`config.mk`:
```
export PLATFORM = sky130hd
export DESIGN_NAME = csr_clkrst_bank
export DESIGN_NICKNAME = d
export VERILOG_FILES = /design/src/rtl/csr_clkrst_pkg.sv /design/src/rtl/csr_addr_decode.sv /design/src/rtl/csr_line_bank.sv /design/src/rtl/csr_enable_polarity.sv /design/src/rtl/csr_clkrst_bank.sv
export SDC_FILE = /design/constraint.sdc
export NUM_CORES = 1
export LEC_CHECK = 0
export ABC_AREA = 1
export CORE_ASPECT_RATIO = 0.6
export CORE_UTILIZATION = 29
export DETAILED_ROUTE_END_ITERATION = 8
export HOLD_SLACK_MARGIN = 0.08
export SLEW_MARGIN = 20
export SYNTH_ARGS = -nofsm -noshare
export SYNTH_HDL_FRONTEND = slang
export SYNTH_SLANG_ARGS = --single-unit
```
`constraint.sdc`:
```
create_clock -name clk -period 3.72 [get_ports clk]
set_clock_uncertainty 0.15 [all_clocks]
set_input_delay 0.558 -clock clk [delete_from_list [all_inputs] [get_ports clk]]
set_output_delay 0.558 -clock clk [all_outputs]
set_load 0.02 [all_outputs]
```
`src/rtl/csr_clkrst_pkg.sv`:
```
`timescale 1ns/1ps
package csr_clkrst_pkg;

    // Kind of access a bus address selects inside a bank
    typedef enum logic [1:0] {
        ACC_NONE = 2'd0,
        ACC_SET  = 2'd1,
        ACC_CLR  = 2'd2
    } acc_kind_e;

    // Byte distance from the set alias to the clear alias
    localparam int CLR_ALIAS_OFS = 4;

endpackage

```
`src/rtl/csr_addr_decode.sv`:
```
`timescale 1ns/1ps
module csr_addr_decode
    import csr_clkrst_pkg::*;
#(
    parameter int AW       = 12,
    parameter int NB       = 2,
    parameter int RST_BASE = 'h040,
    parameter int CLK_BASE = 'h080,
    parameter int STRIDE   = 'h010
) (
    input  logic [AW-1:0] addr,
    output logic [NB-1:0] rst_hit,
    output logic [NB-1:0] clk_hit,
    output acc_kind_e     kind
);

    logic [NB-1:0] rst_set_m, rst_clr_m, clk_set_m, clk_clr_m;

    for (genvar b = 0; b < NB; b++) begin : g_bank
        localparam int RS = RST_BASE + b * STRIDE;
        localparam int CS = CLK_BASE + b * STRIDE;
        assign rst_set_m[b] = (addr == AW'(RS));
        assign rst_clr_m[b] = (addr == AW'(RS + CLR_ALIAS_OFS));
        assign clk_set_m[b] = (addr == AW'(CS));
        assign clk_clr_m[b] = (addr == AW'(CS + CLR_ALIAS_OFS));
    end

    assign rst_hit = rst_set_m | rst_clr_m;
    assign clk_hit = clk_set_m | clk_clr_m;

    always_comb begin
        if (|(rst_set_m | clk_set_m))
            kind = ACC_SET;
        else if (|(rst_clr_m | clk_clr_m))
            kind = ACC_CLR;
        else
            kind = ACC_NONE;
    end

endmodule

```
`src/rtl/csr_line_bank.sv`:
```
`timescale 1ns/1ps
module csr_line_bank #(
    parameter int            DW        = 32,
    parameter logic [DW-1:0] RESET_VAL = '1
) (
    input  logic          clk,
    input  logic          rst_n,
    input  logic          set_en,
    input  logic          clr_en,
    input  logic [DW-1:0] mask,
    output logic [DW-1:0] q
);

    always_ff @(posedge clk or negedge rst_n) begin
        if (!rst_n)
            q <= RESET_VAL;
        else if (set_en)
            q <= q | mask;
        else if (clr_en)
            q <= q & ~mask;
    end

endmodule

```
`src/rtl/csr_enable_polarity.sv`:
```
`timescale 1ns/1ps
module csr_enable_polarity #(
    parameter int N        = 64,
    parameter int INV_LINE = 14
) (
    input  logic [N-1:0] stop,
    output logic [N-1:0] en
);

    for (genvar i = 0; i < N; i++) begin : g_line
        if (i == INV_LINE) begin : g_direct
            assign en[i] = stop[i];
        end else begin : g_invert
            assign en[i] = ~stop[i];
        end
    end

endmodule

```
`src/rtl/csr_clkrst_bank.sv`:
```
`timescale 1ns/1ps
module csr_clkrst_bank
    import csr_clkrst_pkg::*;
#(
    parameter int AW       = 12,
    parameter int DW       = 32,
    parameter int LINES    = 64,
    parameter int RST_BASE = 'h040,
    parameter int CLK_BASE = 'h080,
    parameter int STRIDE   = 'h010,
    parameter int INV_LINE = 14
) (
    input  logic             clk,
    input  logic             rst_n,
    input  logic [AW-1:0]    bus_addr,
    input  logic [DW-1:0]    bus_wdata,
    input  logic             bus_we,
    output logic [DW-1:0]    bus_rdata,
    output logic [LINES-1:0] rst_line,
    output logic [LINES-1:0] clk_stop,
    output logic [LINES-1:0] clk_en
);

    localparam int            NB  = LINES / DW;
    localparam logic [DW-1:0] ONE = {{(DW-1){1'b0}}, 1'b1};

    logic [NB-1:0] rst_hit, clk_hit;
    acc_kind_e     kind;
    logic          wr_set, wr_clr;

    logic [DW-1:0] rst_q [NB];
    logic [DW-1:0] clk_q [NB];

    csr_addr_decode #(
        .AW(AW), .NB(NB), .RST_BASE(RST_BASE),
        .CLK_BASE(CLK_BASE), .STRIDE(STRIDE)
    ) u_dec (
        .addr    (bus_addr),
        .rst_hit (rst_hit),
        .clk_hit (clk_hit),
        .kind    (kind)
    );

    assign wr_set = bus_we && (kind == ACC_SET);
    assign wr_clr = bus_we && (kind == ACC_CLR);

    for (genvar b = 0; b < NB; b++) begin : g_bank
        localparam logic [DW-1:0] CLK_RV =
            (INV_LINE / DW == b) ? ~(ONE << (INV_LINE % DW)) : {DW{1'b1}};

        csr_line_bank #(.DW(DW), .RESET_VAL({DW{1'b1}})) u_rst (
            .clk    (clk),
            .rst_n  (rst_n),
            .set_en (wr_set && rst_hit[b]),
            .clr_en (wr_clr && rst_hit[b]),
            .mask   (bus_wdata),
            .q      (rst_q[b])
        );

        csr_line_bank #(.DW(DW), .RESET_VAL(CLK_RV)) u_clk (
            .clk    (clk),
            .rst_n  (rst_n),
            .set_en (wr_set && clk_hit[b]),
            .clr_en (wr_clr && clk_hit[b]),
            .mask   (bus_wdata),
            .q      (clk_q[b])
        );

        assign rst_line[b*DW +: DW] = rst_q[b];
        assign clk_stop[b*DW +: DW] = clk_q[b];
    end

    always_comb begin
        bus_rdata = '0;
        for (int b = 0; b < NB; b++) begin
            if (rst_hit[b]) bus_rdata = bus_rdata | rst_q[b];
            if (clk_hit[b]) bus_rdata = bus_rdata | clk_q[b];
        end
    end

    csr_enable_polarity #(.N(LINES), .INV_LINE(INV_LINE)) u_pol (
        .stop (clk_stop),
        .en   (clk_en)
    );

endmodule

```
==> results of run 1 <==
==> where the power goes <==
part	total [mW]	leakage (nW)	switching [mW]	internal, mW
Clock	1.81	0.303	0.620	1.19
Sequential	1.40	1.32	0.0000232	1.40
Combinational	0.126	2.50	0.0776	0.0487
Total	3.33	4.13	0.698	2.63
==> through the flow <==
| step | total power, mW | util | setup slack [ps] | cells |
|---|---|---|---|---|
| 2_1_floorplan | 1.47 | - | 1220 | 960 |
| 3_3_place_gp | 1.55 | 0.428 | 209 | 1483 |
| 3_5_place_dp | 1.55 | 0.428 | 197 | 1483 |
| 6_report | 3.33 | 0.455 | 185 | 1513 |
| 5_1_grt | 3.44 | 0.455 | 22.4 | 1513 |
| 4_1_cts | 3.38 | 0.455 | 184 | 1513 |
==> how the worst max path moves through the flow <==
stage / from / end / depth (start not counted)
after global placement: bus_addr[2] / bus_rdata[9] / 10
after CTS: bus_addr[11] / bus_rdata[9] / 9
after floorplan: bus_addr[9] / bus_rdata[12] / 8
final: bus_addr[2] / bus_rdata[9] / 10
after detailed placement: bus_addr[11] / bus_rdata[9] / 9
after global routing: bus_addr[1] / bus_rdata[9] / 9
==> worst max-delay path, stage by stage <==
cell and delay [ps]:
sky130_fd_sc_hd__clkdlybuf4s50_1 480, sky130_fd_sc_hd__inv_1 40, sky130_fd_sc_hd__nor2_1 90, sky130_fd_sc_hd__nand2_1 90, sky130_fd_sc_hd__nor2_4 170, sky130_fd_sc_hd__o21ai_4 70
sky130_fd_sc_hd__inv_2 390, sky130_fd_sc_hd__nand2_1 120, sky130_fd_sc_hd__o2111ai_1 140, sky130_fd_sc_hd__clkdlybuf4s50_1 660
==> cell families (layout without fill, tap and decap cells) <==
group,count (synthesis),count (layout),synth area share
compound gates,40,40,0.0464
buf+inv,157,395,0.107
flops,128,128,0.479
simple gates,635,635,0.367
==> layer usage <==
metal	part of all wire	vias to the layer above	wire [um]	GRT usage
met5	0	-	0	0
met4	0.0061	0	154	0.0414
li1	-	3454	-	-
met2	0.44	248	11000	0.304
met3	0.070	11	1760	0.0489
met1	0.49	3391	12400	0.292
==> area by class of cell <==
type	instances	share of cell area
flip-flops and latches	128	0.316
well taps	315	0.0370
multi-input cells	675	0.276
clock buffers	21	0.0451
inverters	70	0.0247
clock inverters	9	0.0147
repair buffers	295	0.287
==> cell usage in the layout (no fill, tap or decap) <==
master	synthesis	layout
sky130_fd_sc_hd__and3_2	0	2
sky130_fd_sc_hd__buf_12	0	13
sky130_fd_sc_hd__buf_4	25	13
sky130_fd_sc_hd__bufinv_16	0	4
sky130_fd_sc_hd__clkbuf_16	0	17
sky130_fd_sc_hd__clkbuf_8	0	4
sky130_fd_sc_hd__clkdlybuf4s50_1	0	269
sky130_fd_sc_hd__clkinv_2	0	1
sky130_fd_sc_hd__clkinv_4	0	1
sky130_fd_sc_hd__clkinvlp_4	0	3
sky130_fd_sc_hd__dfrtp_1	1	1
sky130_fd_sc_hd__dfstp_2	127	127
sky130_fd_sc_hd__inv_1	67	67
sky130_fd_sc_hd__inv_2	3	3
sky130_fd_sc_hd__nand2_1	489	489
sky130_fd_sc_hd__nand2_2	3	2
sky130_fd_sc_hd__nand2_4	0	1
sky130_fd_sc_hd__nand3_1	128	128
sky130_fd_sc_hd__nor2_1	9	9
sky130_fd_sc_hd__nor2_4	2	4
sky130_fd_sc_hd__o2111ai_1	32	32
sky130_fd_sc_hd__o21a_2	0	2
sky130_fd_sc_hd__o21ai_1	6	4
sky130_fd_sc_hd__o21ai_2	0	1
sky130_fd_sc_hd__o21ai_4	0	1
==> flow_metrics.env, run 1 <==
export IMPL_die_w_um=203
export IMPL_tightestPinTransition_ps=621
export IMPL_register_area_sq_mm=0.00336
export IMPL_maxCapViolations=0
export IMPL_ys_seq_elements=128
export IMPL_synth_top_cell_by_area="sky130_fd_sc_hd__dfstp_2"
export IMPL_ctsResizeCount=0
export IMPL_postSynthAreaPerCell_sq_um=7.31
export IMPL_holdWs_ps=123
export IMPL_syn2layout_area_growth_pct=51.7
export IMPL_start_util=0.300
export IMPL_die_area_sq_mm=0.0248
export IMPL_detail_route_drc_violations=0
export IMPL_postCtsSetupRepairBufs=0
export IMPL_ff2ff_path_depth=2
export IMPL_dpl_instance_area_sq_mm=0.0100
export IMPL_globalRoute_totalOverflow=0
export IMPL_clkSlewWorstSetupHoldPaths_ps=60
export IMPL_clkSinkCount=128
export IMPL_clockRootBuffer="sky130_fd_sc_hd__clkbuf_16"
export IMPL_multi_input_area_sq_mm=0.00294
export IMPL_critical_path_endpoint_type="primary output"
export IMPL_syn_nets=1007
export IMPL_postLayoutCellArea_sq_mm=0.0106
export IMPL_clock_path_buffers=2
export IMPL_clock_latency_ps=400
export IMPL_fp_dieH_um=122
export IMPL_final_nets=1234
export IMPL_grt_start_max_net_pins=65
export IMPL_proportion_of_register_bits_with_asynchronous_set_or_reset_after_synthesis=1.00
export IMPL_seq_area_frac_synth=0.479
export IMPL_buffer_ports_inserted=270
export IMPL_slew_headroom=0.586
export IMPL_timing_critical_path_from_type="primary input"
export IMPL_worst_endpoint_required_ps=3010
export IMPL_numCtsBuffers=17
export IMPL_power_density_relative_to_cell_area_mw_per_mm2=313
export IMPL_overall_routing_resource_usage=0.202
export IMPL_p_leak_nw=4.13
export IMPL_fin_setup_tns_ps=0
export IMPL_synth_top_cell_area_share=0.476
export IMPL_cts_hold_fix_buffers=0
export IMPL_worst_ep_arrival_time_ps=2830
export IMPL_grt_pass1_vias=6566
export IMPL_rsz0062_at_grt="false"
export IMPL_routed_length_per_instance_um=16.7
export IMPL_netlist_area_pre_place_sq_mm=0.00702
export IMPL_pin_count=271
export IMPL_design_core_area_sq_mm=0.0234
export IMPL_finalMaxSlewViolations=0
export IMPL_via_density_per_instance=4.70
export IMPL_drt_pass1_iterations=7
export IMPL_timing_final_crit_period_ps=3540
export IMPL_ys_flop_type="sky130_fd_sc_hd__dfstp_2"
export IMPL_rrSetupSlack_ps=2810
export IMPL_synth_most_common_cell="sky130_fd_sc_hd__nand2_1"
export IMPL_floorplan_rows=43
export IMPL_critPathMaxFanout=17
export IMPL_drt_initial_drc_count=432
export IMPL_worst_ir_drop_vdd_mv=0.234
export IMPL_timing_final_hold_violations=0
export IMPL_final_setup_viol_count=0
export IMPL_postRouteWirelength_mm=25.3
export IMPL_hp_class="in -> async"
export IMPL_gp_routability_congestion=0.816
export IMPL_yosysWarnings=0
export IMPL_vias=7104
export IMPL_antenna_violation_net_count_after_detailed_routing=0
export IMPL_detailed_place_hpwl_mm=17.4
export IMPL_ys_top_cells_by_count="sky130_fd_sc_hd__nand2_1 (489), sky130_fd_sc_hd__nand3_1 (128), sky130_fd_sc_hd__dfstp_2 (127)"
export IMPL_max_clock_freq_ghz=0.283
export IMPL_synthTopCellsByArea="sky130_fd_sc_hd__dfstp_2 (48%), sky130_fd_sc_hd__nand2_1 (26%), sky130_fd_sc_hd__nand3_1 (9.1%), sky130_fd_sc_hd__o2111ai_1 (4.0%), sky130_fd_sc_hd__inv_1 (3.6%)"
export IMPL_post_route_cells_drive_above_1_share=0.166
export IMPL_insertedDiodeCount=0
export IMPL_num_fill_cells=2320
export IMPL_edff_count_synth=0
export IMPL_tritoncts="built"
export IMPL_critPathKind="in -> out"
export IMPL_htreeDepth=4
export IMPL_synth_cell_types=19
export IMPL_wire_length_of_the_first_global_routing_pass_mm=38.4
export IMPL_result_of_the_run="finished, final reports clean"
export IMPL_layout_worst_path_cycle_share=0.950
export IMPL_grt_antenna_before_repair=0
export IMPL_syn_inst=960
Power figures use the tool's default switching activity.
==> run 2: changes to the inputs <==
- PLACE_DENSITY: not set -> 0.59
==> run 2 against run 1 <==
Sequential power hardly changed. First-iteration DRC count is 1.9% higher. Non-clock buffer count is 3 lower. Cell count hardly changed. Setup slack better by 56 ps. Critical path depth stayed put. Cell area is 0.19% lower. Sequential share of layout area is 0.059 points higher. Via count is 1.0% higher. Critical path type unchanged.
==> flow_metrics.env, run 2 (synthesis results as in run 1) <==
export IMPL_insertedDiodeCount=0
export IMPL_gp_routability_congestion=0.788
export IMPL_detailed_place_hpwl_mm=17.3
export IMPL_worst_endpoint_required_ps=3010
export IMPL_finalMaxSlewViolations=0
export IMPL_fin_setup_tns_ps=0
export IMPL_maxCapViolations=0
export IMPL_multi_input_area_sq_mm=0.00294
export IMPL_floorplan_rows=43
export IMPL_die_area_sq_mm=0.0248
export IMPL_final_nets=1231
export IMPL_routed_length_per_instance_um=16.7
export IMPL_max_clock_freq_ghz=0.287
export IMPL_ctsResizeCount=0
export IMPL_tritoncts="built"
export IMPL_tightestPinTransition_ps=811
export IMPL_globalRoute_totalOverflow=0
export IMPL_wire_length_of_the_first_global_routing_pass_mm=39.2
export IMPL_p_total_mw=3.34
export IMPL_drt_pass1_iterations=5
export IMPL_register_area_sq_mm=0.00336
export IMPL_clockRootBuffer="sky130_fd_sc_hd__clkbuf_16"
export IMPL_drt_initial_drc_count=440
export IMPL_syn2layout_area_growth_pct=51.4
export IMPL_post_route_cells_drive_above_1_share=0.165
export IMPL_crit_chain="clkdlybuf4s50_1 > inv_1 > nor2_1 > nand2_1 > nor2_4 > o21a_2 > buf_12 > nand2_1 > o2111ai_1 > clkdlybuf4s50_1"
export IMPL_power_density_relative_to_cell_area_mw_per_mm2=314
export IMPL_numCtsBuffers=17
export IMPL_pre_cts_ws_ps=254
export IMPL_critPathMaxFanout=37
export IMPL_most_frequent_standard_cell_in_the_layout_excluding_fill_and_tap_cells="sky130_fd_sc_hd__nand2_1"
export IMPL_rsz0062_at_grt="false"
export IMPL_vias=7178
export IMPL_worst_ir_drop_vdd_mv=0.263
export IMPL_worstPathBufferInverterCount=4
export IMPL_buffer_ports_inserted=270
export IMPL_dpl_instance_area_sq_mm=0.00998
export IMPL_final_cells=1512
export IMPL_intPower_mw=2.61
export IMPL_timing_critical_path_slowest_cell_delay_ps=650
export IMPL_slew_headroom=0.459
export IMPL_most_common_layout_cells="sky130_fd_sc_hd__nand2_1 (489), sky130_fd_sc_hd__clkdlybuf4s50_1 (269), sky130_fd_sc_hd__nand3_1 (128), sky130_fd_sc_hd__dfstp_2 (127), sky130_fd_sc_hd__inv_1 (67)"
export IMPL_pin_count=271
export IMPL_p_leak_nw=4.11
export IMPL_cts_hold_fix_buffers=0
export IMPL_grt_pass1_vias=6743
export IMPL_postCtsSetupRepairBufs=0
export IMPL_critPathKind="in -> out"
export IMPL_start_util=0.300
export IMPL_grt_antenna_before_repair=0
export IMPL_worst_ep_arrival_time_ps=2770
export IMPL_final_setup_viol_count=0
export IMPL_detail_route_drc_violations=0
export IMPL_pwr_share_clk=0.543
export IMPL_fin_ws_ps=241
export IMPL_num_fill_cells=2315
export IMPL_hp_class="reg -> reg"
export IMPL_crit_path_top_delay_cell="sky130_fd_sc_hd__clkdlybuf4s50_1"
export IMPL_clock_path_buffers=2
export IMPL_power_sequential_fraction=0.419
export IMPL_via_density_per_instance=4.75
export IMPL_die_w_um=203
export IMPL_clkSlewWorstSetupHoldPaths_ps=60
export IMPL_fp_dieH_um=122
export IMPL_sw_frac_of_total=0.218
export IMPL_postRouteWirelength_mm=25.2
export IMPL_timing_final_crit_period_ps=3480
export IMPL_antenna_violation_net_count_after_detailed_routing=0
export IMPL_layout_worst_path_cycle_share=0.935
export IMPL_power_share_combinational=0.037
export IMPL_instance_count_after_placement_with_tap_cells_included=1480
export IMPL_overall_routing_resource_usage=0.205
export IMPL_design_core_area_sq_mm=0.0234
export IMPL_timing_final_hold_violations=0
export IMPL_grt_start_max_net_pins=75
export IMPL_critical_path_endpoint_type="primary output"
export IMPL_cp_top_family="buffers and inverters"
export IMPL_holdWs_ps=320
export IMPL_result_of_the_run="finished, final reports clean"
export IMPL_htreeDepth=4
export IMPL_layout_core_utilization=0.454
export IMPL_clkSinkCount=128
export IMPL_power_switching_mw=0.728
export IMPL_postLayoutCellArea_sq_mm=0.0106
export IMPL_timing_critical_path_from_type="primary input"
export IMPL_clock_latency_ps=410
run 2: cell types whose count changed in the layout (fill, tap and decap cells not counted):
cell                       before  now
sky130_fd_sc_hd__buf_4         13   10
sky130_fd_sc_hd__clkbuf_8       4    2
sky130_fd_sc_hd__clkinv_4       1    3
sky130_fd_sc_hd__clkbuf_1       0    1
sky130_fd_sc_hd__inv_6          0    1
run 2: power by group through the flow:
stage / combinational (mW) / sequential (mW) / clock (mW)
after floorplan: 0.0509 / 1.42 / 0
after global placement: 0.124 / 1.42 / 0
after detailed placement: 0.126 / 1.42 / 0
after CTS: 0.126 / 1.40 / 1.85
after global routing: 0.139 / 1.40 / 1.91
final: 0.125 / 1.40 / 1.81
run 2: worst register-to-register path: cells and delay by family (launching register included):
kind,cells,cell delay [ps]
flip-flops,1,590
AND/OR/NAND/NOR,2,130
run 2: cell type report:
class / count / share of cell area
clock inverter: 12 / 0.0172
sequential: 128 / 0.316
timing repair buffer: 292 / 0.285
inverter: 70 / 0.0247
clock buffer: 20 / 0.0430
multi-input combinational: 675 / 0.276
tap: 315 / 0.0371
run 2: final timing paths:
check,slack [ps],cells after the start,to,start
max,240,10,bus_rdata[8],bus_addr[2]
min,320,2,flip-flop,flip-flop
max reg2reg,2800,2,flip-flop,flip-flop
min reg2reg,320,2,flip-flop,flip-flop
max in group asynchronous,2440,2,async pin,rst_n
min in group asynchronous,470,1,async pin,rst_n
run 2: routing by layer:
metal / vias up / wire [um] / global-route usage
met5: - / 0 / 0
met4: 0 / 285 / 0.0550
met3: 20 / 1670 / 0.0494
met2: 255 / 11200 / 0.317
met1: 3461 / 12100 / 0.287
li1: 3442 / - / -
